## src/rtl/ramp_adc_pkg.sv

```systemverilog
package ramp_adc_pkg;
  typedef enum logic [0:0] {
    RAMP_IDLE  = 1'b0,
    RAMP_CLIMB = 1'b1
  } ramp_state_e;
endpackage

```

## src/rtl/ramp_adc_counter.sv

```systemverilog
module ramp_adc_counter #(
  parameter int WIDTH = 8
) (
  input  logic             clk,
  input  logic             rst,
  input  logic             clear,
  input  logic             advance,
  output logic [WIDTH-1:0] code,
  output logic             at_top
);
  localparam logic [WIDTH-1:0] TOP = {WIDTH{1'b1}};

  function automatic logic [WIDTH-1:0] next_code(input logic [WIDTH-1:0] c);
    return (c == TOP) ? TOP : c + 1'b1;
  endfunction

  logic [WIDTH-1:0] code_q;

  always_ff @(posedge clk) begin
    if (rst)          code_q <= '0;
    else if (clear)   code_q <= '0;
    else if (advance) code_q <= next_code(code_q);
  end

  assign code   = code_q;
  assign at_top = (code_q == TOP);

  assert_step_one_R3: assert property (@(posedge clk) disable iff (rst)
    (advance && !clear) |=> (code == $past(code) + 1'b1));

  assert_no_wrap_R5: assert property (@(posedge clk) disable iff (rst)
    (at_top && !clear) |=> at_top);
endmodule

```

## src/rtl/ramp_adc_seq.sv

```systemverilog
module ramp_adc_seq
  import ramp_adc_pkg::*;
(
  input  logic clk,
  input  logic rst,
  input  logic start,
  input  logic cmp_ge,
  input  logic at_top,
  output logic accept,
  output logic advance,
  output logic finish,
  output logic busy,
  output logic done
);
  ramp_state_e state_q;
  logic        done_q;
  logic        climbing;
  logic        reached;

  assign climbing = (state_q == RAMP_CLIMB);
  assign reached  = cmp_ge || at_top;
  assign accept   = start && !climbing;
  assign finish   = climbing && reached;
  assign advance  = climbing && !reached;

  always_ff @(posedge clk) begin
    if (rst) begin
      state_q <= RAMP_IDLE;
      done_q  <= 1'b0;
    end else begin
      done_q <= finish;
      case (state_q)
        RAMP_IDLE:  if (accept) state_q <= RAMP_CLIMB;
        RAMP_CLIMB: if (reached) state_q <= RAMP_IDLE;
        default:    state_q <= RAMP_IDLE;
      endcase
    end
  end

  assign busy = climbing;
  assign done = done_q;

  assert_start_accept_R2: assert property (@(posedge clk) disable iff (rst)
    (start && !busy) |=> busy);

  assert_start_ignored_R6: assert property (@(posedge clk) disable iff (rst)
    (start && busy && !reached) |=> (busy && !done));

  assert_done_pulse_R7: assert property (@(posedge clk) disable iff (rst)
    done |=> !done);

  assert_finish_drops_busy_R4: assert property (@(posedge clk) disable iff (rst)
    finish |=> (done && !busy));
endmodule

```

## src/rtl/ramp_adc_result.sv

```systemverilog
module ramp_adc_result #(
  parameter int WIDTH = 8
) (
  input  logic             clk,
  input  logic             rst,
  input  logic             load,
  input  logic [WIDTH-1:0] code,
  output logic [WIDTH-1:0] result
);
  logic [WIDTH-1:0] result_q;

  always_ff @(posedge clk) begin
    if (rst)       result_q <= '0;
    else if (load) result_q <= code;
  end

  assign result = result_q;

  assert_capture_R4: assert property (@(posedge clk) disable iff (rst)
    load |=> (result == $past(code)));

  assert_hold_R8: assert property (@(posedge clk) disable iff (rst)
    !load |=> $stable(result));
endmodule

```

## src/rtl/ramp_adc_ctrl.sv

```systemverilog
module ramp_adc_ctrl #(
  parameter int WIDTH = 8
) (
  input  logic             clk,
  input  logic             rst,
  input  logic             start_i,
  input  logic             cmp_ge_i,
  output logic [WIDTH-1:0] dac_code_o,
  output logic             busy_o,
  output logic             done_o,
  output logic [WIDTH-1:0] result_o
);
  localparam logic [WIDTH-1:0] FULL_SCALE = {WIDTH{1'b1}};

  logic start_accept;
  logic count_step;
  logic conv_finish;
  logic code_at_top;

  ramp_adc_counter #(.WIDTH(WIDTH)) u_counter (
    .clk     (clk),
    .rst     (rst),
    .clear   (start_accept),
    .advance (count_step),
    .code    (dac_code_o),
    .at_top  (code_at_top)
  );

  ramp_adc_seq u_seq (
    .clk     (clk),
    .rst     (rst),
    .start   (start_i),
    .cmp_ge  (cmp_ge_i),
    .at_top  (code_at_top),
    .accept  (start_accept),
    .advance (count_step),
    .finish  (conv_finish),
    .busy    (busy_o),
    .done    (done_o)
  );

  ramp_adc_result #(.WIDTH(WIDTH)) u_result (
    .clk    (clk),
    .rst    (rst),
    .load   (conv_finish),
    .code   (dac_code_o),
    .result (result_o)
  );

  assert_clear_on_start_R2: assert property (@(posedge clk) disable iff (rst)
    (start_i && !busy_o) |=> (dac_code_o == '0));

  assert_saturate_R5: assert property (@(posedge clk) disable iff (rst)
    (busy_o && dac_code_o == FULL_SCALE && !cmp_ge_i) |=>
      (result_o == FULL_SCALE && done_o && !busy_o));

  assert_one_finish_R7: assert property (@(posedge clk) disable iff (rst)
    $countones({conv_finish, start_accept}) <= 1);
endmodule

```

## config.mk

```make
export PLATFORM = sky130hd
export DESIGN_NAME = ramp_adc_ctrl
export DESIGN_NICKNAME = d
export VERILOG_FILES = /design/src/rtl/ramp_adc_pkg.sv /design/src/rtl/ramp_adc_counter.sv /design/src/rtl/ramp_adc_seq.sv /design/src/rtl/ramp_adc_result.sv /design/src/rtl/ramp_adc_ctrl.sv
export SDC_FILE = /design/constraint.sdc
export NUM_CORES = 1
export LEC_CHECK = 0
export ABC_CLOCK_PERIOD_IN_PS = 4400
export CORE_MARGIN = 2
export CORE_UTILIZATION = 40
export DETAILED_ROUTE_END_ITERATION = 10
export PLACE_DENSITY = 0.68
export SLEW_MARGIN = 20
export SYNTH_ARGS = -nofsm -noshare
export SYNTH_HDL_FRONTEND = slang
export SYNTH_SLANG_ARGS = --single-unit
```

## constraint.sdc

```tcl
create_clock -name clk -period 4.4 [get_ports clk]
set_clock_uncertainty 0.1 [all_clocks]
set_input_delay 0.88 -clock clk [delete_from_list [all_inputs] [get_ports clk]]
set_output_delay 0.88 -clock clk [all_outputs]
set_load 0.03 [all_outputs]
```

==> results_dict.tcl, run 1 <==
set metrics [dict create \
    run_status "completed" \
    post-route-util 0.560 \
    finalSetupTns_ps 0 \
    synth.most_common_cell "dfxtp_1" \
    start_kind "flip-flop" \
    dr_total_vias 718 \
    postCtsSetupBuffers 0 \
    clkSinkCount 18 \
    design_area_sq_um 1110 \
    postCtsHoldBufs 0 \
    crit_fanout 16 \
    fin_nets 114 \
    slowest_stage "clkdlybuf4s50_1" \
    wire_per_inst_um 12.3 \
    die-area_sq_um 2510 \
    combPwrFrac 0.075 \
    critPathTopFamily "buffers and inverters" \
    stdcell_count 135 \
    start_util 0.428 \
    fin_crit_sh 0.605 \
    power_uw 291 \
    endpoint_kind "output port" \
    global_route.overflow_total 0 \
    antenna_found_initial 0 \
    critPathArrivalTime_ps 1680 \
    min_period_ps 2660 \
    max_slew_margin 0.692 \
    yosys.area.top_type "dfxtp_1" \
    htree_num_levels 1 \
    die_w_um 50.1 \
    die_h_um 50.1 \
    ys_seq_area_frac 0.425 \
    slew_violations 0 \
    port_buffers 21 \
    crit_chain "clkdlybuf4s50_1" \
    p_seq_frac 0.575 \
    vdd_ir_drop_max_v 0.000155 \
    dr.pass1.iters 4 \
    max_stage_delay_ps 760 \
    setup.worst_path.class "flip-flop to output port" \
    via_per_inst 5.32 \
    swShare 0.228 \
    grtUsageTotal 0.156 \
    drive_gt1_frac 0.0833 \
    finalHoldViolCount 0 \
    fp-row-count 16 \
    setup_viol 0 \
    p_int_uw 225 \
    syn_area_sq_um 848 \
    root_buffer "clkbuf_4" \
    cap_viol_max_count 0 \
    clk_latency_ps 290 \
    syn_nets 92 \
    rsz0062_at_grt "false" \
    ant_nets 0 \
    syn_to_final_growth_pct 30.8 \
    leakage_nw 0.405 \
    fmax_mhz 376 \
    cts_tree "done" \
    cts_made_buffers 3 \
    cp_num_buf_inv 1 \
    hpwl_um 1130 \
    avgSynthCellArea_sq_um 9.75 \
    synthFlopType "dfxtp_1" \
    synth_top_area_share 0.425 \
    synth_cell_types 31 \
    placed_cells 131 \
    synth_edf_count 0 \
    grt_first_pass_wirelength_um 2990 \
    p_sw_uw 66.3 \
    grt_pass1_vias 691 \
    grt_max_degree 19 \
    ioPinCount 22 \
    hp-class "flip-flop to flip-flop" \
    synthCells 87 \
    cts.repair.resized 0 \
    synth_common_cells "18 x dfxtp_1, 10 x nand2b_1, 10 x nor2_1" \
    tightestPinTransition_ps 462 \
    drt_wl_total_um 1660 \
    drc 0 \
    placed_cell_area_sq_um 1070 \
    cp.required_ps 3420 \
    clk_pin_slew_ps 110 \
    diodes 0 \
    clock_path_buffers 2 \
    async_flop_share 0 \
    yosys_warnings 0 \
    drt-initial-drc-count 17 \
    powerDensity_nw_per_um2 262 \
    synth-seq-cells 18 \
    synth_area_leaders "dfxtp_1 42%, nand2b_1 7.4%, nand4b_1 7.2%" \
    core_area_sq_um 1980 \
    place_congestion 0.850 \
    power_frac_clock 0.351 \
]
-- state kept, by name, indices dropped and copies added, names as in the netlist --
name,flops
u_seq.busy,1
u_seq.done,1
u_counter.code,8
u_result.result,8
-- cells in the final DEF, fill, tap and decap left out --
cell type        Yosys  layout
o21ai_1              7       7
dfxtp_1             18      18
mux2_1               1       1
and3_1               1       1
nor2b_1              1       1
clkdlybuf4s50_1      0      21
ha_1                 1       1
nand2b_1            10      10
o21bai_4             1       1
mux2i_1              1       1
a21oi_1              2       2
o2111ai_1            1       1
and2b_1              1       1
nand3_2              1       1
nor2_1              10      10
nand4_4              1       1
o211ai_1             2       2
a2111oi_2            1       1
clkbuf_4             0       3
and2_1               2       2
o21ba_1              1       1
xnor2_1              1       1
a21boi_1             1       1
nand3_1              1       1
inv_1                1       1
nand4b_1             7       7
and4b_1              2       2
o21ai_2              1       1
nor3_1               1       1
xor2_1               4       4
clkbuf_8             0       1
nand2_1              1       1
-- through the flow --
step / setup WS [ps] / hold WS [ps]
floorplan: 2500 / 489
global placement: 1860 / 354
detailed placement: 1810 / 353
CTS: 1730 / 370
global route: 1640 / 396
finish: 1740 / 368
-- per-layer routing --
layer	wire, um	vias up	share of wire	global-route usage
met2	775	22	0.47	0.243
met5	0	-	0	0
met4	15	0	0.0090	0.0648
li1	-	352	-	-
met1	803	342	0.48	0.204
met3	67	2	0.040	0.0394
-- worst register-to-register path, cell delays in order (launching register included) --
cell,delay (ps)
dfxtp_1,440
ha_1,270
nand3_2,170
o21bai_4,270
and2_1,320
o21ai_1,110
-- power by group through the flow --
| stage | Sequential, mW | Clock [mW] | Combinational, mW |
|---|---|---|---|
| after floorplan | 0.172 | 0 | 0.0131 |
| after global placement | 0.171 | 0 | 0.0214 |
| after detailed placement | 0.171 | 0 | 0.0217 |
| after CTS | 0.167 | 0.106 | 0.0218 |
| after global routing | 0.168 | 0.113 | 0.0239 |
| final | 0.167 | 0.102 | 0.0217 |
-- logic make-up (layout without fill, tap and decap cells) --
| logic type | Yosys count | in the layout | synth area share |
|---|---|---|---|
| adder cells (fa/ha/maj) | 1 | 1 | 0.0147 |
| flip-flops | 18 | 18 | 0.425 |
| AND/OR/NAND/NOR | 39 | 39 | 0.305 |
| AO/OA/AOI/OAI | 17 | 17 | 0.152 |
| XOR/XNOR | 5 | 5 | 0.0516 |
| multiplexers | 2 | 2 | 0.0251 |
| buffers and inverters | 5 | 26 | 0.0265 |
-- area by class of cell --
cell class,instances,area [sq um]
repair buffers,21,210
flip-flops and latches,18,360
inverters,1,3.75
fillers,171,872
well taps,27,33.8
clock buffers,4,36.3
multi-input cells,64,465
-- final timing paths --
kind,to,from,slack [ps],cells after the start
worst max-delay path,busy_o,u_seq.busy$_SDFF_PP0_,1740,1
worst min-delay path,u_result.result[4]$_SDFFE_PP0P_,u_result.result[4]$_SDFFE_PP0P_,370,2
worst max register to register,u_result.result[1]$_SDFFE_PP0P_,u_counter.code[0]$_SDFFE_PP0P_,2600,5
worst min register to register,u_result.result[4]$_SDFFE_PP0P_,u_result.result[4]$_SDFFE_PP0P_,370,2
No activity file was read; power rests on OpenSTA's default activity.
==> run 2: changes to the inputs <==
--- a/config.mk
+++ b/config.mk
@@ -5,11 +5,11 @@
 export SDC_FILE = /design/constraint.sdc
 export NUM_CORES = 1
 export LEC_CHECK = 0
-export ABC_CLOCK_PERIOD_IN_PS = 4400
+export ABC_CLOCK_PERIOD_IN_PS = 2200
 export CORE_MARGIN = 2
 export CORE_UTILIZATION = 40
 export DETAILED_ROUTE_END_ITERATION = 10
-export PLACE_DENSITY = 0.68
+export PLACE_DENSITY = 0.7
 export SLEW_MARGIN = 20
 export SYNTH_ARGS = -nofsm -noshare
 export SYNTH_HDL_FRONTEND = slang
==> constraint.sdc (replaced) <==
create_clock -name clk -period 2.2 [get_ports clk]
set_clock_uncertainty 0.1 [all_clocks]
set_input_delay 0.44 -clock clk [delete_from_list [all_inputs] [get_ports clk]]
set_output_delay 0.44 -clock clk [all_outputs]
set_load 0.03 [all_outputs]
==> results_dict.tcl, run 2 (synthesis gave the netlist of run 1 again) <==
set metrics [dict create \
    die-area_sq_um 2510 \
    fillers 179 \
    slowest_stage "clkdlybuf4s50_1" \
    drc 0 \
    port_buffers 21 \
    hp-start "u_result.result[5]$_SDFFE_PP0P_" \
    max_stage_delay_ps 730 \
    fin_crit_sh 0.936 \
    start_util 0.428 \
    cts_made_buffers 3 \
    r2r_start "u_counter.code[0]$_SDFFE_PP0P_" \
    rsz0062_at_grt "false" \
    run_status "completed" \
    diodes 0 \
    cts_tree "done" \
    grt_max_degree 18 \
    fin_nets 119 \
    max_slew_margin 0.781 \
    powerDensity_nw_per_um2 517 \
    via_per_inst 4.96 \
    drt-initial-drc-count 8 \
    ant_nets 0 \
    cap_viol_max_count 0 \
    start_kind "flip-flop" \
    cts.repair.resized 0 \
    postCtsHoldBufs 0 \
    die_w_um 50.1 \
    root_buffer "clkbuf_4" \
    setup_viol 0 \
    crit_chain "clkdlybuf4s50_1" \
    finalHoldViolCount 0 \
    drive_gt1_frac 0.124 \
    dr.pass1.iters 4 \
    dr_total_vias 695 \
    htree_num_levels 1 \
    slew_violations 0 \
    layout_common_cells "21 x clkdlybuf4s50_1, 18 x dfxtp_1, 10 x nand2b_1, 10 x nor2_1" \
    finalSetupTns_ps 0 \
    place_congestion 0.852 \
    syn_to_final_growth_pct 35.3 \
    fp-row-count 16 \
    antenna_found_initial 0 \
    clk_pin_slew_ps 110 \
    postCtsSetupBuffers 0 \
    dp_slack_ps 194 \
    critPathTopFamily "buffers and inverters" \
    setup_ws_ps 142 \
    cp_num_buf_inv 1 \
    critPathArrivalTime_ps 1520 \
    crit_fanout 5 \
    setup.worst_path.class "flip-flop to output port" \
    hp-class "flip-flop to flip-flop" \
    wire_per_inst_um 12.7 \
    vdd_ir_drop_max_v 0.000280 \
    min_period_ps 2060 \
    clock_path_buffers 2 \
    grt_first_pass_wirelength_um 3110 \
    global_route.overflow_total 0 \
    core_area_sq_um 1980 \
    hpwl_um 1300 \
    ioPinCount 22 \
    drt_wl_total_um 1770 \
    grt_pass1_vias 684 \
    die_h_um 50.1 \
    mostFrequentLayoutCell "clkdlybuf4s50_1" \
    clkSinkCount 18 \
    leakage_nw 0.430 \
    cp-startpoint "u_counter.code[6]$_SDFFE_PP0P_" \
    endpoint_kind "output port" \
    clk_latency_ps 300 \
    cp.required_ps 1660 \
    fmax_mhz 486 \
    tightestPinTransition_ps 328 \
    grtUsageTotal 0.158 \
]
run 2: changes by cell type in the layout (fill, tap and decap cells not counted):
cell   change
buf_4      +5
run 2: final timing paths:
check / to / slack [ps] / depth (start not counted)
min: u_result.result[5]$_SDFFE_PP0P_ / 370 / 2
min reg2reg: u_result.result[5]$_SDFFE_PP0P_ / 370 / 2
max reg2reg: u_result.result[3]$_SDFFE_PP0P_ / 410 / 5
max: dac_code_o[6] / 140 / 1
run 2: power breakdown:
group          internal, mW  switching [mW]  total (mW)
registers             0.328         0.00212       0.331
clock network         0.101           0.109       0.210
logic                0.0249          0.0281      0.0531
run 2: layer usage:
layer | routed length (um) | global-route usage
met1 | 887 | 0.210
met4 | 25 | 0.0556
met2 | 790 | 0.250
met3 | 69 | 0.0364
met5 | 0 | 0
run 2: layout make-up:
class                   count  area [sq um]  area share
clock buffers               4          36.3      0.0316
flip-flops and latches     18           360       0.314
inverters                   1          3.75     0.00327
repair buffers             26           248       0.216
well taps                  27          33.8      0.0294
multi-input cells          64           465       0.406
run 2: per-stage QoR:
stage | utilization | hold slack, ps | power [mW] | cells | area, sq um
6_report | 0.579 | 371 | 0.594 | 140 | 1150
5_1_grt | 0.579 | 400 | 0.618 | 140 | 1150
4_1_cts | 0.579 | 373 | 0.597 | 140 | 1150
3_5_place_dp | 0.561 | 356 | 0.391 | 136 | 1110
3_3_place_gp | 0.561 | 353 | 0.390 | 136 | 1110
2_1_floorplan | - | 489 | 0.370 | 87 | 848
run 2: worst register-to-register path, stage by stage (launching register included):
cell and delay, ps:
dfxtp_1 450, ha_1 260, nand3_2 170, o21bai_4 270, and2_1 320, o21ai_1 110
==> run 3: changes to the inputs <==
--- a/config.mk
+++ b/config.mk
@@ -9,8 +9,9 @@
 export CORE_MARGIN = 2
 export CORE_UTILIZATION = 40
 export DETAILED_ROUTE_END_ITERATION = 10
-export PLACE_DENSITY = 0.7
+export PLACE_DENSITY = 0.72
 export SLEW_MARGIN = 20
 export SYNTH_ARGS = -nofsm -noshare
 export SYNTH_HDL_FRONTEND = slang
+export SYNTH_HIERARCHICAL = 1
 export SYNTH_SLANG_ARGS = --single-unit
==> results_dict.tcl, run 3 <==
set metrics [dict create \
    start_util 0.432 \
    port_buffers 21 \
    root_buffer "clkbuf_4" \
    hp-class "flip-flop to flip-flop" \
    r2r_start "u_counter/code[4]$_SDFFE_PP0P_" \
    syn_nets 82 \
    slew_violations 0 \
    synth_top_area_share 0.473 \
    slowest_stage "clkdlybuf4s50_1" \
    tightestPinTransition_ps 355 \
    antenna_found_initial 0 \
    hpwl_um 1210 \
    via_per_inst 5.01 \
    leakage_nw 0.398 \
    run_status "completed" \
    yosys.area.top_type "dfxtp_1" \
    rsz0062_at_grt "false" \
    global_route.overflow_total 0 \
    crit_fanout 8 \
    clk_latency_ps 280 \
    htree_num_levels 1 \
    setup.worst_path.class "flip-flop to output port" \
    fp-row-count 15 \
    min_period_ps 2090 \
    die_h_um 47.6 \
    mostFrequentLayoutCell "clkdlybuf4s50_1" \
    cp-startpoint "u_counter/code[2]$_SDFFE_PP0P_" \
    drc 0 \
    critPathTopFamily "buffers and inverters" \
    max_slew_margin 0.763 \
    rr_worst_depth 7 \
    yosys_warnings 6 \
    setup_viol 0 \
    clock_path_buffers 2 \
    synth_edf_count 0 \
    ant_nets 0 \
    grtUsageMet1 0.235 \
    synth-seq-cells 18 \
    grt_pass1_vias 641 \
    critPathArrivalTime_ps 1550 \
    layout_common_cells "21 x clkdlybuf4s50_1, 18 x dfxtp_1, 9 x nor2_1" \
    rr_endpoint "u_counter/code[5]$_SDFFE_PP0P_" \
    clk_pin_slew_ps 100 \
    fin_nets 111 \
    busiest_layer "met2" \
    ys_seq_area_frac 0.473 \
    syn_area_sq_um 762 \
    worstSetupPathDepth 1 \
    finalHoldViolCount 0 \
    cap_viol_max_count 0 \
    place_congestion 0.750 \
    start_kind "flip-flop" \
    grt_first_pass_wirelength_um 2770 \
    synth.most_common_cell "dfxtp_1" \
    synth_common_cells "18 x dfxtp_1, 9 x nor2_1, 8 x mux2i_1" \
    diodes 0 \
    ioPinCount 22 \
    synth_area_leaders "dfxtp_1 47%, mux2i_1 11%, nor2_1 4.4%" \
    use_met2 0.265 \
    finalSetupTns_ps 0 \
    placed_cells 126 \
    die-area_sq_um 2270 \
    avgSynthCellArea_sq_um 9.90 \
    worstSetupEndpoint "dac_code_o[2]" \
    grt_max_degree 10 \
    max_stage_delay_ps 740 \
    vdd_ir_drop_max_v 0.000402 \
    drive_gt1_frac 0.144 \
    stdcell_count 129 \
    powerDensity_nw_per_um2 506 \
    syn_to_final_growth_pct 38.8 \
    synthCells 77 \
    die_w_um 47.6 \
    crit_chain "clkdlybuf4s50_1" \
    endpoint_kind "output port" \
    async_flop_share 0 \
    cp_num_buf_inv 1 \
    synthFlopType "dfxtp_1" \
    clkSinkCount 18 \
    synth_cell_types 31 \
    grt.met3_usage 0.0113 \
    wire_per_inst_um 12.7 \
    drt_wl_total_um 1640 \
    core_area_sq_um 1760 \
    postCtsSetupBuffers 0 \
    fillers 159 \
    drt-initial-drc-count 8 \
    dr.pass1.iters 4 \
    fin_crit_sh 0.952 \
    dr_total_vias 646 \
    cts_made_buffers 3 \
    grtUsageTotal 0.174 \
    fmax_mhz 478 \
    hp-start "u_result/result[0]$_SDFFE_PP0P_" \
    cts_tree "done" \
    design_area_sq_um 1060 \
    r2r_slack_ps 160 \
    cp.required_ps 1660 \
    placed_cell_area_sq_um 1030 \
]
[run 3: cell types whose count changed after synthesis, sizes merged, moves of 2 or more]
cell	delta
a31oi	+3
o21ai	-5
nand4b	-7
xor2	-3
nand2	+3
mux2i	+7
buf	+2
nand4	+2
nand2b	-10
clkbuf	-3
o211ai	-2
and4b	-2
[run 3: routing by layer]
layer	wire (um)	part of all wire
met1	769	0.47
met2	786	0.48
met3	60	0.037
met4	19	0.012
met5	0	0
[run 3: final cells by class]
cell class / count / area, sq um / share of cell area
Timing Repair Buffer: 27 / 255 / 0.241
Multi-Input combinational cell: 54 / 380 / 0.360
Sequential cell: 18 / 360 / 0.341
Tap cell: 25 / 31.3 / 0.0296
Inverter: 2 / 7.51 / 0.00710
Clock buffer: 3 / 22.5 / 0.0213
[run 3: report_power, final]
group / switching [mW] / internal [mW]
clock: 0.0893 / 0.0634
sequential: 0.00230 / 0.329
combinational: 0.0268 / 0.0244
[run 3: how the worst min path moves through the flow]
stage                                      end  slack, ps  depth (start not counted)
2_1_floorplan            u_seq/done$_SDFF_PP0_        410                          1
3_3_place_gp   u_result/result[0]$_SDFFE_PP0P_        380                          2
3_5_place_dp   u_result/result[2]$_SDFFE_PP0P_        380                          2
4_1_cts        u_result/result[0]$_SDFFE_PP0P_        410                          2
5_1_grt        u_result/result[4]$_SDFFE_PP0P_        450                          2
6_report       u_result/result[0]$_SDFFE_PP0P_        400                          2
[run 3: per-stage QoR]
stage / setup slack, ps / hold slack (ps) / util / total power [mW]
finish: 106 / 402 / 0.599 / 0.535
global route: 29.7 / 448 / 0.599 / 0.560
CTS: 93.3 / 407 / 0.596 / 0.543
detailed placement: 69.8 / 382 / 0.583 / 0.389
global placement: 136 / 376 / 0.583 / 0.387
floorplan: 132 / 412 / - / 0.368
[run 3: cell families after synthesis]
logic type                 Yosys count  synth area share
xor gates and xnor gates             1            0.0115
buffers and inverters                5            0.0361
DFF                                 18             0.473
muxes                                8             0.105
adders and majority gates            1            0.0164
AOI/OAI and AO/OA                   16             0.148
and+or+nand+nor                     28             0.210
[run 3: timing repair]
action	4_1_cts	5_1_grt
hold buffers	0	0
resized for setup	0	1
endpoints found under the hold margin	0	0
setup endpoints to repair	0	2
